File: src/rtl/spi_cmd_pkg.sv
package spi_cmd_pkg;
  localparam int BYTE_W = 8;
  localparam int CNT_W  = $clog2(BYTE_W);
  localparam int LEN_W  = 4;

  typedef enum logic {
    ST_CMD  = 1'b0,
    ST_DATA = 1'b1
  } frame_state_e;
endpackage

File: src/rtl/spi_cmd_sync.sv
module spi_cmd_sync #(
  parameter int STAGES = 2
) (
  input  logic clk,
  input  logic rst_n,
  input  logic sck_pin,
  input  logic mosi_pin,
  input  logic ss_n_pin,
  output logic sck_rise,
  output logic sck_fall,
  output logic mosi_s,
  output logic ss_s,
  output logic ss_fall
);
  localparam int NCH = 3;

  logic [NCH-1:0] pins;
  logic [NCH-1:0] chain [STAGES];
  logic [NCH-1:0] last_q;
  logic [NCH-1:0] cur;

  assign pins = {ss_n_pin, mosi_pin, sck_pin};

  genvar s;
  generate
    for (s = 0; s < STAGES; s++) begin : g_stage
      always_ff @(posedge clk or negedge rst_n) begin
        if (!rst_n) begin
          chain[s] <= '1;
        end else begin
          if (s == 0) chain[s] <= pins;
          else        chain[s] <= chain[(s == 0) ? 0 : s-1];
        end
      end
    end
  endgenerate

  assign cur = chain[STAGES-1];

  always_ff @(posedge clk or negedge rst_n) begin
    if (!rst_n) last_q <= '1;
    else        last_q <= cur;
  end

  assign sck_rise = cur[0] & ~last_q[0];
  assign sck_fall = ~cur[0] & last_q[0];
  assign mosi_s   = cur[1];
  assign ss_s     = cur[2];
  assign ss_fall  = ~cur[2] & last_q[2];
endmodule

File: src/rtl/spi_cmd_shift.sv
module spi_cmd_shift
  import spi_cmd_pkg::*;
#(
  parameter logic [BYTE_W-1:0] IDLE_CODE = 8'h55
) (
  input  logic              clk,
  input  logic              rst_n,
  input  logic              sck_rise,
  input  logic              sck_fall,
  input  logic              mosi_s,
  input  logic              ss_s,
  input  logic              ss_fall,
  input  logic              clr,
  input  logic              in_cmd,
  input  logic              tx_load,
  input  logic [BYTE_W-1:0] tx_byte,
  output logic              miso,
  output logic              rx_valid,
  output logic [BYTE_W-1:0] rx_data
);
  logic [CNT_W-1:0]  cnt_q, cnt_d;
  logic [BYTE_W-1:0] tx_sh_q, tx_sh_d;
  logic [BYTE_W-1:0] rx_sh_q, rx_sh_d;
  logic [BYTE_W-1:0] hold_q;
  logic [BYTE_W-1:0] rx_data_q, rx_data_d;
  logic              valid_d, valid_q;
  logic              active;

  assign active = ~ss_s;

  always_comb begin
    cnt_d     = cnt_q;
    tx_sh_d   = tx_sh_q;
    rx_sh_d   = rx_sh_q;
    rx_data_d = rx_data_q;
    valid_d   = 1'b0;
    if (ss_fall || clr) begin
      cnt_d = '0;
    end else if (active) begin
      if (sck_fall) begin
        if (cnt_q == '0) tx_sh_d = in_cmd ? IDLE_CODE : hold_q;
        else             tx_sh_d = {tx_sh_q[BYTE_W-2:0], 1'b0};
      end
      if (sck_rise) begin
        rx_sh_d = {rx_sh_q[BYTE_W-2:0], mosi_s};
        cnt_d   = cnt_q + 1'b1;
        if (cnt_q == CNT_W'(BYTE_W-1)) begin
          valid_d   = 1'b1;
          rx_data_d = {rx_sh_q[BYTE_W-2:0], mosi_s};
        end
      end
    end
  end

  always_ff @(posedge clk or negedge rst_n) begin
    if (!rst_n) begin
      cnt_q     <= '0;
      tx_sh_q   <= '1;
      rx_sh_q   <= '0;
      rx_data_q <= '0;
      valid_q   <= 1'b0;
    end else begin
      cnt_q     <= cnt_d;
      tx_sh_q   <= tx_sh_d;
      rx_sh_q   <= rx_sh_d;
      rx_data_q <= rx_data_d;
      valid_q   <= valid_d;
    end
  end

  always_ff @(posedge clk or negedge rst_n) begin
    if (!rst_n)       hold_q <= '0;
    else if (tx_load) hold_q <= tx_byte;
  end

  assign miso     = ss_s ? 1'b1 : tx_sh_q[BYTE_W-1];
  assign rx_valid = valid_q;
  assign rx_data  = rx_data_q;
endmodule

File: src/rtl/spi_cmd_ctrl.sv
module spi_cmd_ctrl
  import spi_cmd_pkg::*;
#(
  parameter int                      NUM_CMDS      = 4,
  parameter logic [NUM_CMDS*8-1:0]   CMD_CODES     = {8'h30, 8'h20, 8'h10, 8'h01},
  parameter logic [NUM_CMDS*4-1:0]   CMD_LENS      = {4'd0, 4'd3, 4'd1, 4'd2},
  parameter int                      TIMEOUT_TICKS = 10_000_000
) (
  input  logic              clk,
  input  logic              rst_n,
  input  logic              rx_valid,
  input  logic [BYTE_W-1:0] rx_data,
  output logic              in_cmd,
  output logic              abort
);
  localparam int TMR_W = $clog2(TIMEOUT_TICKS + 1);

  frame_state_e     st_q, st_d;
  logic [LEN_W-1:0] rem_q, rem_d;
  logic [TMR_W-1:0] tmr_q, tmr_d;
  logic [NUM_CMDS-1:0] hit;
  logic [LEN_W-1:0] len_sel;

  genvar i;
  generate
    for (i = 0; i < NUM_CMDS; i++) begin : g_match
      assign hit[i] = (rx_data == CMD_CODES[i*8 +: 8]);
    end
  endgenerate

  always_comb begin
    len_sel = '0;
    for (int k = 0; k < NUM_CMDS; k++) begin
      if (hit[k]) len_sel = CMD_LENS[k*LEN_W +: LEN_W];
    end
  end

  always_comb begin
    st_d  = st_q;
    rem_d = rem_q;
    tmr_d = tmr_q;
    abort = 1'b0;
    case (st_q)
      ST_CMD: begin
        tmr_d = '0;
        if (rx_valid && len_sel != '0) begin
          st_d  = ST_DATA;
          rem_d = len_sel;
        end
      end
      default: begin
        if (rx_valid) begin
          tmr_d = '0;
          rem_d = rem_q - 1'b1;
          if (rem_q == LEN_W'(1)) st_d = ST_CMD;
        end else if (tmr_q == TMR_W'(TIMEOUT_TICKS - 1)) begin
          abort = 1'b1;
          st_d  = ST_CMD;
          tmr_d = '0;
          rem_d = '0;
        end else begin
          tmr_d = tmr_q + 1'b1;
        end
      end
    endcase
  end

  always_ff @(posedge clk or negedge rst_n) begin
    if (!rst_n) begin
      st_q  <= ST_CMD;
      rem_q <= '0;
      tmr_q <= '0;
    end else begin
      st_q  <= st_d;
      rem_q <= rem_d;
      tmr_q <= tmr_d;
    end
  end

  assign in_cmd = (st_q == ST_CMD);
endmodule

File: src/rtl/spi_cmd_slave.sv
module spi_cmd_slave
  import spi_cmd_pkg::*;
#(
  parameter int                    NUM_CMDS      = 4,
  parameter logic [NUM_CMDS*8-1:0] CMD_CODES     = {8'h30, 8'h20, 8'h10, 8'h01},
  parameter logic [NUM_CMDS*4-1:0] CMD_LENS      = {4'd0, 4'd3, 4'd1, 4'd2},
  parameter int                    TIMEOUT_TICKS = 10_000_000,
  parameter logic [7:0]            IDLE_CODE     = 8'h55,
  parameter int                    SYNC_STAGES   = 2
) (
  input  logic       clk,
  input  logic       rst_n,
  input  logic       sck,
  input  logic       mosi,
  input  logic       ss_n,
  output logic       miso,
  input  logic       tx_load,
  input  logic [7:0] tx_byte,
  output logic       rx_valid,
  output logic [7:0] rx_data,
  output logic       rx_cmd,
  output logic       xfer_abort
);
  logic [1:0] rst_sync_q;
  logic       rst_int_n;
  logic       sck_rise, sck_fall, mosi_s, ss_s, ss_fall;
  logic       in_cmd, abort;

  always_ff @(posedge clk or negedge rst_n) begin
    if (!rst_n) rst_sync_q <= 2'b00;
    else        rst_sync_q <= {rst_sync_q[0], 1'b1};
  end
  assign rst_int_n = rst_sync_q[1];

  spi_cmd_sync #(.STAGES(SYNC_STAGES)) u_sync (
    .clk      (clk),
    .rst_n    (rst_int_n),
    .sck_pin  (sck),
    .mosi_pin (mosi),
    .ss_n_pin (ss_n),
    .sck_rise (sck_rise),
    .sck_fall (sck_fall),
    .mosi_s   (mosi_s),
    .ss_s     (ss_s),
    .ss_fall  (ss_fall)
  );

  spi_cmd_shift #(.IDLE_CODE(IDLE_CODE)) u_shift (
    .clk      (clk),
    .rst_n    (rst_int_n),
    .sck_rise (sck_rise),
    .sck_fall (sck_fall),
    .mosi_s   (mosi_s),
    .ss_s     (ss_s),
    .ss_fall  (ss_fall),
    .clr      (abort),
    .in_cmd   (in_cmd),
    .tx_load  (tx_load),
    .tx_byte  (tx_byte),
    .miso     (miso),
    .rx_valid (rx_valid),
    .rx_data  (rx_data)
  );

  spi_cmd_ctrl #(
    .NUM_CMDS      (NUM_CMDS),
    .CMD_CODES     (CMD_CODES),
    .CMD_LENS      (CMD_LENS),
    .TIMEOUT_TICKS (TIMEOUT_TICKS)
  ) u_ctrl (
    .clk      (clk),
    .rst_n    (rst_int_n),
    .rx_valid (rx_valid),
    .rx_data  (rx_data),
    .in_cmd   (in_cmd),
    .abort    (abort)
  );

  assign rx_cmd     = in_cmd;
  assign xfer_abort = abort;
endmodule

File: config.mk
export PLATFORM = sky130hd
export DESIGN_NAME = spi_cmd_slave
export DESIGN_NICKNAME = d
export VERILOG_FILES = /design/src/rtl/spi_cmd_pkg.sv /design/src/rtl/spi_cmd_sync.sv /design/src/rtl/spi_cmd_shift.sv /design/src/rtl/spi_cmd_ctrl.sv /design/src/rtl/spi_cmd_slave.sv
export SDC_FILE = /design/constraint.sdc
export NUM_CORES = 1
export LEC_CHECK = 0
export ABC_AREA = 1
export CELL_PAD_IN_SITES_DETAIL_PLACEMENT = 0
export CELL_PAD_IN_SITES_GLOBAL_PLACEMENT = 2
export CORE_MARGIN = 2
export CORE_UTILIZATION = 38
export DETAILED_ROUTE_END_ITERATION = 16
export PLACE_DENSITY = 0.93
export REMOVE_ABC_BUFFERS = 1
export SYNTH_ARGS = -nofsm -noshare
export SYNTH_HDL_FRONTEND = slang
export SYNTH_SLANG_ARGS = --single-unit
export TNS_END_PERCENT = 20
File: constraint.sdc
create_clock -name clk -period 5.29 [get_ports clk]
set_input_delay 1.058 -clock clk [delete_from_list [all_inputs] [get_ports clk]]
set_output_delay 1.058 -clock clk [all_outputs]
set_load 0.01 [all_outputs]
==> results.sh, run 1 <==
export IMPL_slew_violations=0
export IMPL_grt_use_total=0.161
export IMPL_wl_mm=7.79
export IMPL_path_clk_slew_ns=0.07
export IMPL_clkLatencyLatePin_ns=0.36
export IMPL_fmax_mhz=286
export IMPL_dieArea_mm2=0.0106
export IMPL_power_leakage_uw=0.00199
export IMPL_mostFrequentLayoutCell="nand2_1"
export IMPL_die_w_um=103
export IMPL_tightest_slew_ns=1.06
export IMPL_cp_required_ns=4.23
export IMPL_cts_buffers=9
export IMPL_holdPathStages=0
export IMPL_rsz0062_at_grt="false"
export IMPL_hpwl_mm=5.40
export IMPL_design_area_mm2=0.00426
export IMPL_yosysTopAreaCellShare=0.389
export IMPL_hold_violations=0
export IMPL_ios=26
export IMPL_hold_path_class="reg -> reg"
export IMPL_die_h_um=103
export IMPL_period_minus_slack_ns=3.50
export IMPL_clockBufferDepth=2
export IMPL_dp_slack_ns=2.14
export IMPL_finalSetupTns_ns=0
export IMPL_grt_pass1_vias=2910
export IMPL_placed_cell_area_mm2=0.00409
export IMPL_htreeDepth=3
export IMPL_row_count=36
export IMPL_grt_first_pass_wirelength_mm=13.3
export IMPL_cts_resized_gates=0
export IMPL_worst_endpoint_arrival_ns=2.44
export IMPL_cp_start_kind="flip-flop"
export IMPL_place_congestion=0.792
export IMPL_p_clk_frac=0.351
export IMPL_ant_nets=0
export IMPL_overflow=0
export IMPL_powerDensity_mw_per_mm2=262
export IMPL_ys_warn_count=0
export IMPL_critical_path_class="reg -> out"
export IMPL_drc=0
export IMPL_comb_power_share=0.076
export IMPL_path_max_fanout=33
export IMPL_start_util=0.387
export IMPL_setup_viol=0
export IMPL_setup_worst_path_end_class="primary output"
export IMPL_antenna_found_initial=0
export IMPL_avgRoutedWirePerCell_um=12.5
export IMPL_synth_top_cell_by_area="dfrtp_1"
export IMPL_synth_top_cells_by_area="dfrtp_1, nand2_1, dfstp_2"
export IMPL_vdd_ir_drop_max_mv=0.154
export IMPL_core_area_mm2=0.00964
export IMPL_antenna_cells=0
export IMPL_mostFrequentLayoutCells="nand2_1, dfrtp_1, nor2_1"
export IMPL_cts_sinks=74
export IMPL_ys_types=30
export IMPL_grt_max_degree=73
export IMPL_placedCellCount=605
export IMPL_r2r_slack_ns=3.20
export IMPL_drive_gt1_frac=0.133
export IMPL_areaGrowthSynthToFinish_pct=14.2
export IMPL_first_pass_iters=4
export IMPL_slew_headroom=0.289
export IMPL_clock_skew_ns=0.0111
export IMPL_cts_setup_buffers=0
export IMPL_num_vias=2986
export IMPL_cts_tree="yes"
export IMPL_pwr_share_seq=0.573
export IMPL_seq_area_frac_synth=0.502
export IMPL_ys_ff_latch=74
export IMPL_avgSynthCellArea_um2=8.18
export IMPL_r2r_cells=5
export IMPL_viasPerCell=4.81
export IMPL_power_switching_uw=286
export IMPL_portBuffers=25
export IMPL_synth_area_mm2=0.00373
export IMPL_postSynthCellCount=456
export IMPL_sw_frac_of_total=0.257
export IMPL_intPower_uw=828
export IMPL_status="completed"
export IMPL_clockRootBuffer="clkbuf_8"
export IMPL_nets=503
export IMPL_holdBufCountCts=0
export IMPL_post_route_worst_setup_slack_ns=1.79
export IMPL_drv_cap=0
export IMPL_post_route_period_util=0.662
export IMPL_drtIter0Drc=174
export IMPL_stdcell_count=621
[cell families after synthesis]
group | after synthesis | synth area share
xor+xnor | 5 | 0.0117
flops | 74 | 0.502
mux | 7 | 0.0211
compound gates | 17 | 0.0238
fa+ha+maj | 6 | 0.0201
simple gates | 281 | 0.347
buf+inv | 65 | 0.0731
other cells | 1 | 0.00101
[registers in the layout, indices dropped and copies added (netlist names), 4 cells and up]
register	count
u_ctrl.rem_q	4
u_ctrl.tmr_q	24
u_shift.hold_q	8
u_shift.rx_data	8
u_shift.rx_sh_q	7
u_shift.tx_sh_q	8
[Yosys cell counts]
master    number
nor2_2         3
a31oi_1        1
nand2_1      131
a21oi_1        6
dfstp_2       16
buf_6          3
nand2_2        1
nor3_1         9
nand3_1       32
dfrtp_1       58
nor2_4         2
conb_1         1
o21ai_0        9
nand3_4        1
buf_2          2
clkbuf_1       4
nor2_1        55
o31ai_1        1
buf_4          1
xnor2_1        1
nor3_2         2
nand4_1       33
nand3_2        5
inv_2          9
nor3b_1        6
or2_2          1
inv_1         46
xor2_1         4
ha_1           6
mux2_2         7
[critical path: stages (launching register included)]
cell and delay [ns]:
dfrtp_1 0.37, ha_1 0.24, nand3_2 0.16, inv_2 0.11
nand3_1 0.08, nor2_2 0.14, nand3_4 0.33, inv_2 0.11
clkdlybuf4s50_1 0.54
[power by group through the flow]
stage	Sequential (uW)	Clock [uW]	Combinational [uW]
final	639	392	84.7
after global routing	644	430	99.5
after CTS	639	405	86.9
after detailed placement	649	0	86.8
after global placement	647	0	83.6
after floorplan	649	0	51.1
[final cells by class]
type	instances	area, um^2
clock inverters	6	32.5
well taps	133	166
fillers	986	5380
clock buffers	10	138
flip-flops and latches	74	1870
repair buffers	26	258
inverters	55	206
multi-input cells	317	1590
[final timing paths]
kind                                                 from                              to
min in group asynchronous         rst_sync_q[1]$_DFF_PN0_       u_ctrl.tmr_q[6]$_DFF_PN0_
worst max-delay path            u_ctrl.tmr_q[0]$_DFF_PN0_                      xfer_abort
worst min-delay path            u_sync.chain[5]$_DFF_PN1_         u_sync.cur[2]$_DFF_PN1_
max in group asynchronous         rst_sync_q[1]$_DFF_PN0_   u_shift.hold_q[1]$_DFFE_PN0P_
worst min register to register  u_sync.chain[5]$_DFF_PN1_         u_sync.cur[2]$_DFF_PN1_
worst max register to register    u_sync.cur[2]$_DFF_PN1_  u_shift.rx_data[0]$_DFFE_PN0P_
[through the flow]
stage / total power, uW / util / hold WS, ns
3_3_place_gp: 731 / 0.424 / 0.339
2_1_floorplan: 700 / - / 0.331
6_report: 1110 / 0.442 / 0.358
4_1_cts: 1130 / 0.442 / 0.361
5_1_grt: 1170 / 0.442 / 0.364
3_5_place_dp: 736 / 0.424 / 0.347
[metal layers]
layer,global-route usage,vias to the layer above,part of all wire,wire [um]
li1,-,1520,-,-
met1,0.220,1421,0.49,3790
met2,0.249,39,0.47,3690
met3,0.0427,6,0.030,237
met4,0.0547,0,0.0092,72
met5,0,-,0,0
Power figures use the tool's default switching activity.
==> run 2: changes to the inputs <==
--- a/config.mk
+++ b/config.mk
@@ -9,9 +9,9 @@
 export CELL_PAD_IN_SITES_DETAIL_PLACEMENT = 0
 export CELL_PAD_IN_SITES_GLOBAL_PLACEMENT = 2
 export CORE_MARGIN = 2
-export CORE_UTILIZATION = 38
+export CORE_UTILIZATION = 32
 export DETAILED_ROUTE_END_ITERATION = 16
-export PLACE_DENSITY = 0.93
+export PLACE_DENSITY = 0.84
 export REMOVE_ABC_BUFFERS = 1
 export SYNTH_ARGS = -nofsm -noshare
 export SYNTH_HDL_FRONTEND = slang
==> constraint.sdc (replaced) <==
create_clock -name clk -period 3.16 [get_ports clk]
set_input_delay 0.632 -clock clk [delete_from_list [all_inputs] [get_ports clk]]
set_output_delay 0.632 -clock clk [all_outputs]
set_load 0.01 [all_outputs]
==> run 2 against run 1 <==
Net effect: cell area is 3.9% higher; combinational power is 61% higher; global-route usage is 2.2 points lower; clock power grew to 2.6 times the previous value; power is 100% higher; critical path depth stayed put; worst setup slack worse by 1.4 ns; core utilization is 5.4 points lower; register-to-register slack worse by 2.0 ns; clock skew is 0.0030 ns lower; non-clock buffer count is 2 higher.
==> results.sh, run 2 (synthesized netlist as in run 1, its figures left out) <==
export IMPL_status="completed"
export IMPL_whs_endpoint="u_sync.cur[0]$_DFF_PN1_"
export IMPL_clockBufferDepth=2
export IMPL_vdd_ir_drop_max_mv=0.328
export IMPL_holdBufCountCts=0
export IMPL_antenna_cells=0
export IMPL_mostFrequentLayoutCell="nand2_1"
export IMPL_rsz0062_at_grt="false"
export IMPL_core_area_mm2=0.0114
export IMPL_place_congestion=0.765
export IMPL_design_area_mm2=0.00443
export IMPL_r2r_end="u_shift.rx_data[7]$_DFFE_PN0P_"
export IMPL_r2r_slack_ns=1.19
export IMPL_row_count=39
export IMPL_wl_mm=7.98
export IMPL_crit_chain="ha_1 -> nand3_2 -> inv_2 -> nand3_1 -> nor2_2 -> nand3_4 -> inv_2 -> clkdlybuf4s50_1"
export IMPL_period_minus_slack_ns=2.77
export IMPL_dieArea_mm2=0.0125
export IMPL_cts_tree="yes"
export IMPL_drv_cap=0
export IMPL_slew_headroom=0.439
export IMPL_power_leakage_uw=0.00205
export IMPL_slowest_delay_ns=0.52
export IMPL_mostFrequentLayoutCells="nand2_1, dfrtp_1, nor2_1"
export IMPL_holdPathStages=0
export IMPL_start_util=0.327
export IMPL_portBuffers=25
export IMPL_path_clk_slew_ns=0.06
export IMPL_finalSetupTns_ns=0
export IMPL_drtIter0Drc=136
export IMPL_r2r_start="u_ctrl.tmr_q[0]$_DFF_PN0_"
export IMPL_avgRoutedWirePerCell_um=12.6
export IMPL_cp_required_ns=2.53
export IMPL_die_h_um=112
export IMPL_nFillCells=1208
export IMPL_path_buf_inv=3
export IMPL_r2r_cells=10
export IMPL_slew_violations=0
export IMPL_max_flop_register="u_ctrl.tmr_q"
export IMPL_critPathSlowestCell="clkdlybuf4s50_1"
export IMPL_antenna_found_initial=0
export IMPL_fmax_mhz=361
export IMPL_cts_resized_gates=0
export IMPL_largest_reg_flops=24
export IMPL_areaGrowthSynthToFinish_pct=18.6
export IMPL_num_vias=2981
export IMPL_overflow=0
export IMPL_worst_endpoint_arrival_ns=2.14
export IMPL_grt_use_total=0.139
export IMPL_ant_nets=0
export IMPL_die_w_um=112
export IMPL_cts_setup_buffers=0
export IMPL_grt_first_pass_wirelength_mm=14.2
export IMPL_min_from="u_sync.chain[3]$_DFF_PN1_"
export IMPL_placed_cell_area_mm2=0.00413
export IMPL_post_route_worst_setup_slack_ns=0.392
export IMPL_first_pass_iters=4
export IMPL_setup_viol=0
export IMPL_tightest_slew_ns=0.842
export IMPL_critPathTopFamily="buffers and inverters"
export IMPL_cp_start_kind="flip-flop"
export IMPL_viasPerCell=4.71
export IMPL_dp_slack_ns=0.718
export IMPL_clock_skew_ns=0.00814
export IMPL_grt_max_degree=39
export IMPL_setup_worst_path_end_class="primary output"
export IMPL_drive_gt1_frac=0.135
export IMPL_clkLatencyLatePin_ns=0.34
export IMPL_powerDensity_mw_per_mm2=505
export IMPL_post_route_period_util=0.876
export IMPL_grt_pass1_vias=3010
export IMPL_cts_sinks=74
export IMPL_path_max_fanout=4
export IMPL_nets=505
export IMPL_hpwl_mm=5.63
export IMPL_ios=26
export IMPL_clockRootBuffer="clkbuf_16"
export IMPL_critical_path_class="reg -> out"
export IMPL_cts_buffers=9
export IMPL_crit_top_cell="inv_2"
export IMPL_hold_path_class="reg -> reg"
export IMPL_hold_violations=0
export IMPL_drc=0
export IMPL_htreeDepth=3
==> run 2: worst max path at each step <==
stage                                         start                          end  slack [ns]  depth (start not counted)
final                     u_ctrl.tmr_q[0]$_DFF_PN0_                   xfer_abort        0.39                          8
after floorplan             rst_sync_q[1]$_DFF_PN0_  u_ctrl.rem_q[0]$_DFFE_PN0P_        0.97                          0
after detailed placement  u_ctrl.tmr_q[0]$_DFF_PN0_                   xfer_abort        0.72                          8
after CTS                 u_ctrl.tmr_q[0]$_DFF_PN0_                   xfer_abort        0.34                          8
after global placement    u_ctrl.tmr_q[0]$_DFF_PN0_                   xfer_abort        0.77                          8
after global routing      u_ctrl.tmr_q[0]$_DFF_PN0_                   xfer_abort        0.24                          8
==> run 2: final cells by class <==
class	count	area (um^2)	area share
inverters	55	206	0.0466
well taps	143	179	0.0404
clock inverters	6	67.6	0.0153
repair buffers	28	285	0.0644
flip-flops and latches	74	1870	0.423
clock buffers	10	229	0.0517
multi-input cells	317	1590	0.358
==> run 2: per-stage QoR <==
| step | hold WS, ns | total power [uW] | instances | util |
|---|---|---|---|---|
| after floorplan | 0.331 | 1170 | 446 | - |
| after global placement | 0.341 | 1230 | 617 | 0.362 |
| after detailed placement | 0.337 | 1230 | 617 | 0.362 |
| after CTS | 0.356 | 2270 | 633 | 0.388 |
| after global routing | 0.359 | 2340 | 633 | 0.388 |
| final | 0.355 | 2240 | 633 | 0.388 |
==> run 2: where the power goes <==
group          switching (uW)  leakage [uW]  internal, uW
logic                    74.9      0.000966          60.7
clock network             408      0.000139           614
registers                49.0      0.000949          1030
==> run 2: metal layers <==
metal / vias up / track usage / wire length [um]
li1: 1528 / - / -
met1: 1403 / 0.181 / 3820
met2: 35 / 0.225 / 3770
met3: 15 / 0.0376 / 240
met4: 0 / 0.0520 / 148
met5: - / 0 / 0
